### src/rtl/dbs_pkg.sv
package dbs_pkg;
  localparam int ADDR_W  = 16;
  localparam int SLOT_W  = 3;
  localparam int OFF_W   = 12;
  localparam int HIDX_W  = 4;
  localparam int MODE_W  = 4;
  localparam int SIG_W   = 16;
  localparam int VER_W   = 2;
  localparam logic [SIG_W-1:0] SIG_VALUE = 16'h5041;

  localparam logic [OFF_W-1:0] OFF_SIG    = 12'h000;
  localparam logic [OFF_W-1:0] OFF_MODE   = 12'h002;
  localparam logic [OFF_W-1:0] OFF_VER    = 12'h003;
  localparam logic [OFF_W-1:0] OFF_CFG    = 12'h004;
  localparam logic [OFF_W-1:0] OFF_SHADOW = 12'h400;

  typedef enum logic [2:0] {
    SEL_NONE,
    SEL_SIG,
    SEL_MODE,
    SEL_VER,
    SEL_CFG,
    SEL_SHADOW
  } reg_sel_e;
endpackage

### src/rtl/dbs_sync.sv
module dbs_sync #(
  parameter int             W       = 4,
  parameter int             STAGES  = 2,
  parameter logic [W-1:0]   RST_VAL = '0
) (
  input  logic         clk_i,
  input  logic         rst_ni,
  input  logic [W-1:0] d_i,
  output logic [W-1:0] q_o
);
  logic [STAGES-1:0][W-1:0] stg_q;

  always_ff @(posedge clk_i or negedge rst_ni) begin
    if (!rst_ni) begin
      stg_q <= {STAGES{RST_VAL}};
    end else begin
      stg_q[0] <= d_i;
      for (int s = 1; s < STAGES; s++) stg_q[s] <= stg_q[s-1];
    end
  end

  assign q_o = stg_q[STAGES-1];
endmodule

### src/rtl/dbs_addr.sv
module dbs_addr
  import dbs_pkg::*;
(
  input  logic                 clk_i,
  input  logic                 rst_ni,
  input  logic                 bus_rst_n_i,
  input  logic                 strobe_i,
  input  logic                 sck_rise_i,
  input  logic                 sdi_i,
  input  logic [SLOT_W-1:0]    slot_i,
  output logic [ADDR_W-1:0]    addr_o,
  output logic                 hit_o,
  output reg_sel_e             sel_o
);
  logic [ADDR_W-1:0] addr_q;

  always_ff @(posedge clk_i or negedge rst_ni) begin
    if (!rst_ni)               addr_q <= '0;
    else if (!bus_rst_n_i)     addr_q <= '0;
    else if (strobe_i && sck_rise_i) addr_q <= {addr_q[ADDR_W-2:0], sdi_i};
  end

  // slot match uses the bits just below the enable bit
  assign hit_o = !strobe_i && addr_q[ADDR_W-1] &&
                 (addr_q[ADDR_W-2 -: SLOT_W] == slot_i);

  always_comb begin
    sel_o = SEL_NONE;
    if (hit_o) begin
      case (addr_q[OFF_W-1:0])
        OFF_SIG:    sel_o = SEL_SIG;
        OFF_MODE:   sel_o = SEL_MODE;
        OFF_VER:    sel_o = SEL_VER;
        OFF_CFG:    sel_o = SEL_CFG;
        OFF_SHADOW: sel_o = SEL_SHADOW;
        default:    sel_o = SEL_NONE;
      endcase
    end
  end

  assign addr_o = addr_q;
endmodule

### src/rtl/dbs_regs.sv
module dbs_regs
  import dbs_pkg::*;
#(
  parameter int               CFG_W     = 12,
  parameter logic [VER_W-1:0] BOARD_VER = 2'd2
) (
  input  logic               clk_i,
  input  logic               rst_ni,
  input  logic               bus_rst_n_i,
  input  reg_sel_e           sel_i,
  input  logic               sck_rise_i,
  input  logic               sck_fall_i,
  input  logic               sdi_i,
  output logic [MODE_W-1:0]  mode_o,
  output logic [CFG_W-1:0]   cfg_o,
  output logic               sdo_o
);
  logic [SIG_W-1:0]  sig_sh_q;
  logic [VER_W-1:0]  ver_sh_q;
  logic [VER_W-1:0]  ver_val;
  logic [MODE_W-1:0] mode_q;
  logic [CFG_W-1:0]  cfg_q;
  logic              shadow_q;
  logic              sdo_q;
  logic              sdo_nxt;

  assign ver_val = BOARD_VER ^ {{(VER_W-1){1'b0}}, shadow_q};

  // read-only chains reload whenever they are not the target
  always_ff @(posedge clk_i or negedge rst_ni) begin
    if (!rst_ni) begin
      sig_sh_q <= SIG_VALUE;
      ver_sh_q <= BOARD_VER ^ {{(VER_W-1){1'b0}}, 1'b1};
    end else begin
      if (sel_i != SEL_SIG)      sig_sh_q <= SIG_VALUE;
      else if (sck_rise_i)       sig_sh_q <= {sig_sh_q[SIG_W-2:0], sdi_i};
      if (sel_i != SEL_VER)      ver_sh_q <= ver_val;
      else if (sck_rise_i)       ver_sh_q <= {ver_sh_q[VER_W-2:0], sdi_i};
    end
  end

  always_ff @(posedge clk_i or negedge rst_ni) begin
    if (!rst_ni) begin
      mode_q   <= '0;
      cfg_q    <= '0;
      shadow_q <= 1'b1;
    end else if (!bus_rst_n_i) begin
      mode_q   <= '0;
      cfg_q    <= '0;
      shadow_q <= 1'b1;
    end else if (sck_rise_i) begin
      case (sel_i)
        SEL_MODE:   mode_q   <= {mode_q[MODE_W-2:0], sdi_i};
        SEL_CFG:    cfg_q    <= {cfg_q[CFG_W-2:0], sdi_i};
        SEL_SHADOW: shadow_q <= sdi_i;
        default:    ;
      endcase
    end
  end

  always_comb begin
    case (sel_i)
      SEL_SIG:    sdo_nxt = sig_sh_q[SIG_W-1];
      SEL_MODE:   sdo_nxt = mode_q[MODE_W-1];
      SEL_VER:    sdo_nxt = ver_sh_q[VER_W-1];
      SEL_CFG:    sdo_nxt = cfg_q[CFG_W-1];
      SEL_SHADOW: sdo_nxt = shadow_q;
      default:    sdo_nxt = 1'b1;
    endcase
  end

  always_ff @(posedge clk_i or negedge rst_ni) begin
    if (!rst_ni)          sdo_q <= 1'b1;
    else if (!bus_rst_n_i) sdo_q <= 1'b1;
    else if (sck_fall_i)  sdo_q <= sdo_nxt;
  end

  assign mode_o = mode_q;
  assign cfg_o  = cfg_q;
  assign sdo_o  = sdo_q;
endmodule

### src/rtl/dbs_hyb.sv
module dbs_hyb
  import dbs_pkg::*;
#(
  parameter int HYB_W = 5
) (
  input  logic              hit_i,
  input  logic [HIDX_W-1:0] hidx_i,
  input  logic              decoded_i,
  output logic [HYB_W-1:0]  hyb_sel_no
);
  logic [HYB_W-1:0] dec_n;
  logic [HYB_W-1:0] enc_n;
  logic             active;

  assign active = hit_i && (hidx_i != '0);

  generate
    for (genvar i = 0; i < HYB_W; i++) begin : g_dec
      assign dec_n[i] = !(active && (hidx_i == HIDX_W'(i + 1)));
    end
  endgenerate

  assign enc_n = active ? ~HYB_W'({hidx_i, 1'b0}) : '1;

  assign hyb_sel_no = decoded_i ? dec_n : enc_n;
endmodule

### src/rtl/dbs_slave.sv
module dbs_slave
  import dbs_pkg::*;
#(
  parameter int               CFG_W       = 12,
  parameter int               HYB_W       = 5,
  parameter int               SYNC_STAGES = 2,
  parameter logic [VER_W-1:0] BOARD_VER   = 2'd2
) (
  input  logic               clk_i,
  input  logic               rst_ni,
  input  logic [SLOT_W-1:0]  slot_i,
  input  logic               dbg_strobe_i,
  input  logic               dbg_sck_i,
  input  logic               dbg_sdi_i,
  input  logic               dbg_rst_ni,
  output logic               dbg_sdo_o,
  output logic [HYB_W-1:0]   hyb_sel_no,
  output logic [SLOT_W-1:0]  arb_num_o,
  output logic [CFG_W-1:0]   cfg_o
);
  localparam int NSYNC = 4;

  logic [NSYNC-1:0]  sync_q;
  logic              bus_rst_n_s, strobe_s, sck_s, sdi_s;
  logic              sck_d;
  logic              sck_rise, sck_fall;
  logic [ADDR_W-1:0] addr_q;
  logic              hit;
  reg_sel_e          sel;
  logic [MODE_W-1:0] mode_q;

  // bus reset held asserted and shift clock idle high out of reset
  dbs_sync #(.W(NSYNC), .STAGES(SYNC_STAGES), .RST_VAL(4'b0010)) u_sync (
    .clk_i (clk_i),
    .rst_ni(rst_ni),
    .d_i   ({dbg_rst_ni, dbg_strobe_i, dbg_sck_i, dbg_sdi_i}),
    .q_o   (sync_q)
  );
  assign {bus_rst_n_s, strobe_s, sck_s, sdi_s} = sync_q;

  always_ff @(posedge clk_i or negedge rst_ni) begin
    if (!rst_ni) sck_d <= 1'b1;
    else         sck_d <= sck_s;
  end
  assign sck_rise =  sck_s && !sck_d;
  assign sck_fall = !sck_s &&  sck_d;

  dbs_addr u_addr (
    .clk_i      (clk_i),
    .rst_ni     (rst_ni),
    .bus_rst_n_i(bus_rst_n_s),
    .strobe_i   (strobe_s),
    .sck_rise_i (sck_rise),
    .sdi_i      (sdi_s),
    .slot_i     (slot_i),
    .addr_o     (addr_q),
    .hit_o      (hit),
    .sel_o      (sel)
  );

  dbs_regs #(.CFG_W(CFG_W), .BOARD_VER(BOARD_VER)) u_regs (
    .clk_i      (clk_i),
    .rst_ni     (rst_ni),
    .bus_rst_n_i(bus_rst_n_s),
    .sel_i      (sel),
    .sck_rise_i (sck_rise),
    .sck_fall_i (sck_fall),
    .sdi_i      (sdi_s),
    .mode_o     (mode_q),
    .cfg_o      (cfg_o),
    .sdo_o      (dbg_sdo_o)
  );

  dbs_hyb #(.HYB_W(HYB_W)) u_hyb (
    .hit_i     (hit),
    .hidx_i    (addr_q[OFF_W-1 -: HIDX_W]),
    .decoded_i (mode_q[0]),
    .hyb_sel_no(hyb_sel_no)
  );

  assign arb_num_o = mode_q[MODE_W-1:1];
endmodule

### config.mk
export PLATFORM = sky130hd
export DESIGN_NAME = dbs_slave
export DESIGN_NICKNAME = d
export VERILOG_FILES = /design/src/rtl/dbs_pkg.sv /design/src/rtl/dbs_sync.sv /design/src/rtl/dbs_addr.sv /design/src/rtl/dbs_regs.sv /design/src/rtl/dbs_hyb.sv /design/src/rtl/dbs_slave.sv
export SDC_FILE = /design/constraint.sdc
export NUM_CORES = 1
export LEC_CHECK = 0
export BUFFER_PORTS_ARGS = -buffer_cell sky130_fd_sc_hd__buf_2
export CORE_ASPECT_RATIO = 1.75
export CORE_MARGIN = 2
export CORE_UTILIZATION = 48
export CTS_BUF_LIST = sky130_fd_sc_hd__clkbuf_4 sky130_fd_sc_hd__clkbuf_8
export CTS_CLUSTER_SIZE = 14
export DETAILED_ROUTE_END_ITERATION = 12
export PLACE_DENSITY = 0.67
export SLEW_MARGIN = 25
export SYNTH_ARGS = -nofsm -noshare
export SYNTH_HDL_FRONTEND = slang
export SYNTH_HIERARCHICAL = 1
export SYNTH_SLANG_ARGS = --single-unit
### constraint.sdc
create_clock -name clk_i -period 2.82 [get_ports clk_i]
set_input_delay 0.564 -clock clk_i [delete_from_list [all_inputs] [get_ports clk_i]]
set_output_delay 0.564 -clock clk_i [all_outputs]
set_load 0.03 [all_outputs]
==> results of run 1 <==
-- metrics by stage --
step / hold WS [ns] / power, mW / area, um2
floorplan: 0.268 / 0.943 / 2790
global placement: 0.333 / 0.971 / 2950
detailed placement: 0.339 / 0.972 / 2950
CTS: 0.254 / 1.96 / 3210
global route: 0.302 / 2.00 / 3210
finish: 0.245 / 1.93 / 3210
-- sequential cells by signal (all words and copies together), names as in the netlist --
register / count
sck_d: 1
u_addr/addr_o: 16
u_regs/cfg_o: 12
u_regs/mode_o: 4
u_regs/sdo_o: 1
u_regs/shadow_q: 1
u_regs/sig_sh_q: 16
u_regs/ver_sh_q: 2
u_sync/q_o: 4
u_sync/stg_q: 4
-- path summary, 6_finish.rpt --
kind / startpoint / endpoint / slack [ns]
worst max-delay path: u_addr/addr_o[12] / hyb_sel_no[4] / 0.40
worst min-delay path: rst_ni / u_regs/sig_sh_q[10] / 0.24
worst max register to register: u_addr/addr_o[10] / u_regs/cfg_o[4] / 0.64
worst min register to register: u_sync/stg_q[0] / u_sync/q_o[0] / 0.35
max in group asynchronous: rst_ni / u_regs/ver_sh_q[0] / 1.91
min in group clk_i: dbg_sck_i / u_sync/stg_q[1] / 0.32
-- synthesized netlist by cell type, types with 2 or more instances --
cell	instances	area, um2
xnor2_1	4	35.0
dfstp_2	11	289
buf_6	5	56.3
nand3_1	3	15.0
and3b_1	2	17.5
mux2i_1	24	240
inv_1	3	11.3
a21oi_1	2	10.0
a32oi_1	2	17.5
nor3b_1	3	22.5
dfrtp_1	50	1250
mux2_2	2	22.5
a21boi_1	11	82.6
nor4_1	4	25.0
buf_4	6	45.0
a21boi_0	17	128
nor2b_1	8	50.1
nor2_2	4	25.0
nor2_1	9	33.8
clkbuf_1	2	7.51
buf_2	2	10.0
nand2_1	65	244
nand4_1	2	12.5
-- cells in the final DEF (no fill, tap or decap), types with 3 or more instances in the layout --
cell,netlist,final
a21boi_0,17,17
a21boi_1,11,11
buf_2,2,29
buf_4,6,3
bufinv_16,0,3
clkbuf_8,0,11
dfrtp_1,50,50
dfstp_2,11,11
inv_1,3,3
mux2i_1,24,24
nand2_1,65,65
nand3_1,3,3
nor2_1,9,9
nor2_2,4,4
nor2b_1,8,7
nor3b_1,3,3
nor4_1,4,4
xnor2_1,4,4
-- final cells by class --
type                    count  share of cell area
flip-flops and latches     61               0.480
inverters                   3             0.00351
multi-input cells         178               0.348
repair buffers             33              0.0585
well taps                  76              0.0297
clock buffers              11              0.0472
clock inverters             5              0.0332
-- layer usage --
metal / part of all wire / GRT usage / wire length, um
met5: 0 / 0 / 0
met4: 0.032 / 0.106 / 153
met3: 0.031 / 0.0371 / 149
met2: 0.53 / 0.279 / 2560
met1: 0.41 / 0.199 / 1980
-- power groups by stage --
stage | clock, mW | combinational (mW) | sequential (mW)
3_5_place_dp | 0 | 0.0607 | 0.911
6_report | 0.976 | 0.0581 | 0.894
3_3_place_gp | 0 | 0.0601 | 0.911
2_1_floorplan | 0 | 0.0413 | 0.902
4_1_cts | 1.00 | 0.0605 | 0.895
5_1_grt | 1.04 | 0.0664 | 0.895
-- cell families after synthesis --
| kind of cell | Yosys count | share of synthesized area |
|---|---|---|
| compound gates | 37 | 0.0978 |
| flops | 61 | 0.553 |
| xor+xnor | 4 | 0.0126 |
| mux | 26 | 0.0943 |
| simple gates | 111 | 0.194 |
| buf+inv | 19 | 0.0485 |
-- worst max-delay path: stages, from the launching register on --
cell	delay [ns]
dfrtp_1	0.40
xnor2_1	0.16
nand4_1	0.20
inv_1	0.25
and4_1	0.25
a32oi_1	0.07
buf_2	0.19
==> flow_summary.json, run 1 <==
{
  "status": "complete, no violations",
  "drt_pass1_iterations": 4,
  "leakage_nw": 1.37,
  "finalHoldViolCount": 0,
  "wl_mm": 4.84,
  "synth-seq-area-share": 0.553,
  "postCtsSetupRepairBufs": 0,
  "period_share": 0.857,
  "pin_count": 30,
  "sw_frac_of_total": 0.199,
  "ctsResizeCount": 0,
  "hold_path_class": "input pin to asynchronous set/reset pin",
  "post-route-util": 0.574,
  "vias": 1893,
  "synth_area_mm2": 0.00279,
  "syn_inst": 258,
  "grt_overflow": 0,
  "nets": 295,
  "n_antenna_cell": 0,
  "seqPwrFrac": 0.464,
  "hpwl_mm": 3.25,
  "clk_pin_slew_ns": 0.07,
  "async_flop_share": 1.00,
  "worst_slack_ns": 0.403,
  "vdd_drop_max_uv": 373,
  "clock-root-buffer": "clkbuf_8",
  "slew_headroom": 0.433,
  "pre_cts_ws_ns": 0.428,
  "fin_skew_ns": 0.00660,
  "clkLatencyLatePin_ns": 0.34,
  "multiInputGateArea_mm2": 0.00111,
  "viasPerCell": 5.16,
  "grt_pass1_vias": 1878,
  "drtIter0Drc": 78,
  "finalSetupTns_ns": 0,
  "power_frac_comb": 0.030,
  "ys_types": 40,
  "register_area_mm2": 0.00154,
  "die_y_um": 105,
  "wl_per_cell_um": 13.2,
  "intPower_mw": 1.55,
  "synth-edff-count": 0,
  "die_area_mm2": 0.00646,
  "cts_max_level": 3,
  "chipWidth_um": 61.6,
  "ys_seq_elements": 61,
  "worstSetupPathType": "register to primary output",
  "ys.flop_type": "dfrtp_1",
  "rr_worst_depth": 7,
  "final_cells": 367,
  "report.final.slew_viol_count": 0,
  "gp_congestion": 0.785,
  "drc": 0,
  "synth-warning-count": 6,
  "crit_arrival_ns": 1.85,
  "post-route-min-period_ns": 2.42,
  "fmax_ghz": 0.414,
  "cts_max_path_buffers": 2,
  "port_buffers": 29,
  "required_ns": 2.26,
  "cp-end-kind": "primary output",
  "clkPwrFrac": 0.506,
  "grt_max_degree": 36,
  "dp.cells": 351,
  "drive_above_1_share": 0.247,
  "power.density_mw_per_mm2": 601,
  "cts_tree": "done",
  "rows": 36,
  "rsz0062_at_grt": "false",
  "antenna_found_initial": 0,
  "critPathLaunchType": "register",
  "coreArea_mm2": 0.00559,
  "cts_hold_buf": 0,
  "grtUsageTotal": 0.173,
  "worstMarginPinSlew_ns": 0.850,
  "setup_viol": 0,
  "syn_area_per_cell_um2": 10.8,
  "antenna_left": 0,
  "num-fill-cells": 520,
  "grt_pass1_wl_mm": 8.34,
  "p_switching_mw": 0.383,
  "numCtsBuffers": 9,
  "syn-num-nets": 267,
  "syn_to_final_growth_pct": 15.0,
  "start_util": 0.499,
  "cts.sinks": 61,
  "cap_violations": 0,
  "cp_max_fo": 7
}
No activity file was read; power rests on OpenSTA's default activity.
==> inputs of run 2 (changes only) <==
- CORE_MARGIN: 2 -> 1
==> run 2 against run 1 <==
Net effect: critical path depth stayed put; design area is 0.27% lower; cell count is 0.27% higher; total power is 0.37% lower; clock skew is 0.00099 ns higher; largest cell class unchanged; hold slack better by 0.079 ns; first-iteration DRC count is 110% higher.
==> flow_summary.json, run 2 (synthesized netlist as in run 1, its figures left out) <==
{
  "cts_tree": "done",
  "grtUsageTotal": 0.189,
  "power_frac_comb": 0.030,
  "antenna_found_initial": 0,
  "syn_to_final_growth_pct": 14.7,
  "drive_above_1_share": 0.250,
  "wl_mm": 4.91,
  "final_common_cell": "nand2_1",
  "min_path_cells": 1,
  "required_ns": 2.26,
  "cts_max_level": 3,
  "num-fill-cells": 533,
  "critPathLaunchType": "register",
  "crit_arrival_ns": 1.84,
  "intPower_mw": 1.55,
  "grt_pass1_wl_mm": 8.42,
  "layout_common_cells": "nand2_1 (65), dfrtp_1 (50), buf_2 (29), mux2i_1 (24), a21boi_0 (17)",
  "cap_violations": 0,
  "finalHoldViolCount": 0,
  "viasPerCell": 5.07,
  "vias": 1866,
  "wl_per_cell_um": 13.3,
  "pin_count": 30,
  "worstMarginPinSlew_ns": 0.925,
  "vdd_drop_max_uv": 416,
  "grt_pass1_vias": 1828,
  "status": "complete, no violations",
  "hold_path_class": "input pin to register",
  "start_util": 0.499,
  "clock-root-buffer": "clkbuf_8",
  "worstSetupPathType": "register to primary output",
  "rsz0062_at_grt": "false",
  "leakage_nw": 1.37,
  "slew_headroom": 0.383,
  "grt_overflow": 0,
  "cts_hold_buf": 0,
  "drt_pass1_iterations": 4,
  "gp_congestion": 0.739,
  "post-route-min-period_ns": 2.40,
  "die_area_mm2": 0.00613,
  "fmax_ghz": 0.417,
  "dp.cells": 352,
  "drtIter0Drc": 163,
  "clkLatencyLatePin_ns": 0.34,
  "drc": 0,
  "nets": 296,
  "die_y_um": 103,
  "p_switching_mw": 0.370,
  "finalSetupTns_ns": 0,
  "hpwl_mm": 3.25,
  "setup_viol": 0,
  "grt_max_degree": 42,
  "coreArea_mm2": 0.00559,
  "seqPwrFrac": 0.466,
  "rows": 36,
  "report.final.slew_viol_count": 0,
  "postCtsSetupRepairBufs": 0,
  "cts.sinks": 61,
  "numCtsBuffers": 9,
  "chipWidth_um": 59.6,
  "period_share": 0.851,
  "power.density_mw_per_mm2": 601,
  "clkPwrFrac": 0.504,
  "post-route-util": 0.573,
  "ctsResizeCount": 0,
  "port_buffers": 29,
  "sw_frac_of_total": 0.192,
  "clk_pin_slew_ns": 0.06,
  "n_antenna_cell": 0,
  "antenna_left": 0,
  "cts_max_path_buffers": 2,
  "cp_max_fo": 7,
  "fin_skew_ns": 0.00759,
  "final_cells": 368,
  "rr_worst_depth": 7,
  "cp-end-kind": "primary output"
}
==> run 2: worst paths after layout <==
| kind | startpoint | endpoint | slack, ns |
|---|---|---|---|
| max | u_addr/addr_o[12] | hyb_sel_no[1] | 0.42 |
| min reg2reg | u_sync/stg_q[3] | u_sync/q_o[3] | 0.35 |
| max reg2reg | u_addr/addr_o[9] | u_regs/cfg_o[0] | 0.55 |
| max in group asynchronous | rst_ni | u_regs/cfg_o[10] | 1.76 |
| min in group asynchronous | rst_ni | u_regs/sig_sh_q[2] | 0.34 |
| min | dbg_sck_i | u_sync/stg_q[1] | 0.32 |
==> run 2: critical path, cell delays in order, from the launching register on <==
cell and delay, ns:
dfrtp_1 0.40, xnor2_1 0.14, nand4_1 0.19, inv_1 0.16
and4bb_1 0.22, a32oi_1 0.17, buf_2 0.23
==> run 2: routing by layer <==
layer	up-vias	wire, um	global-route usage
li1	928	-	-
met1	905	2250	0.232
met2	26	2440	0.308
met3	7	136	0.0452
met4	0	85	0.0912
met5	-	0	0
==> run 2: final cells by class <==
class                      count  area (um2)  share of cell area
clock buffer                  12         159              0.0497
clock inverter                 4        95.1              0.0297
inverter                       3        11.3             0.00352
tap                           76        95.1              0.0297
multi-input combinational    178        1110               0.349
sequential                    61        1540               0.482
timing repair buffer          34         183              0.0571
==> run 2: power groups by stage <==
stage               Combinational [mW]  Sequential, mW  Clock [mW]
CTS                             0.0596           0.895       0.993
floorplan                       0.0413           0.902           0
global route                    0.0648           0.896        1.03
detailed placement              0.0594           0.911           0
finish                          0.0576           0.895       0.969
global placement                0.0590           0.911           0
==> run 2: through the flow <==
stage | power [mW] | setup slack [ns] | hold WS (ns) | instance area [um2]
CTS | 1.95 | 0.412 | 0.308 | 3200
global route | 1.99 | 0.262 | 0.310 | 3200
global placement | 0.970 | 0.473 | 0.333 | 2940
floorplan | 0.943 | 0.449 | 0.268 | 2790
detailed placement | 0.970 | 0.424 | 0.335 | 2940
finish | 1.92 | 0.419 | 0.324 | 3200
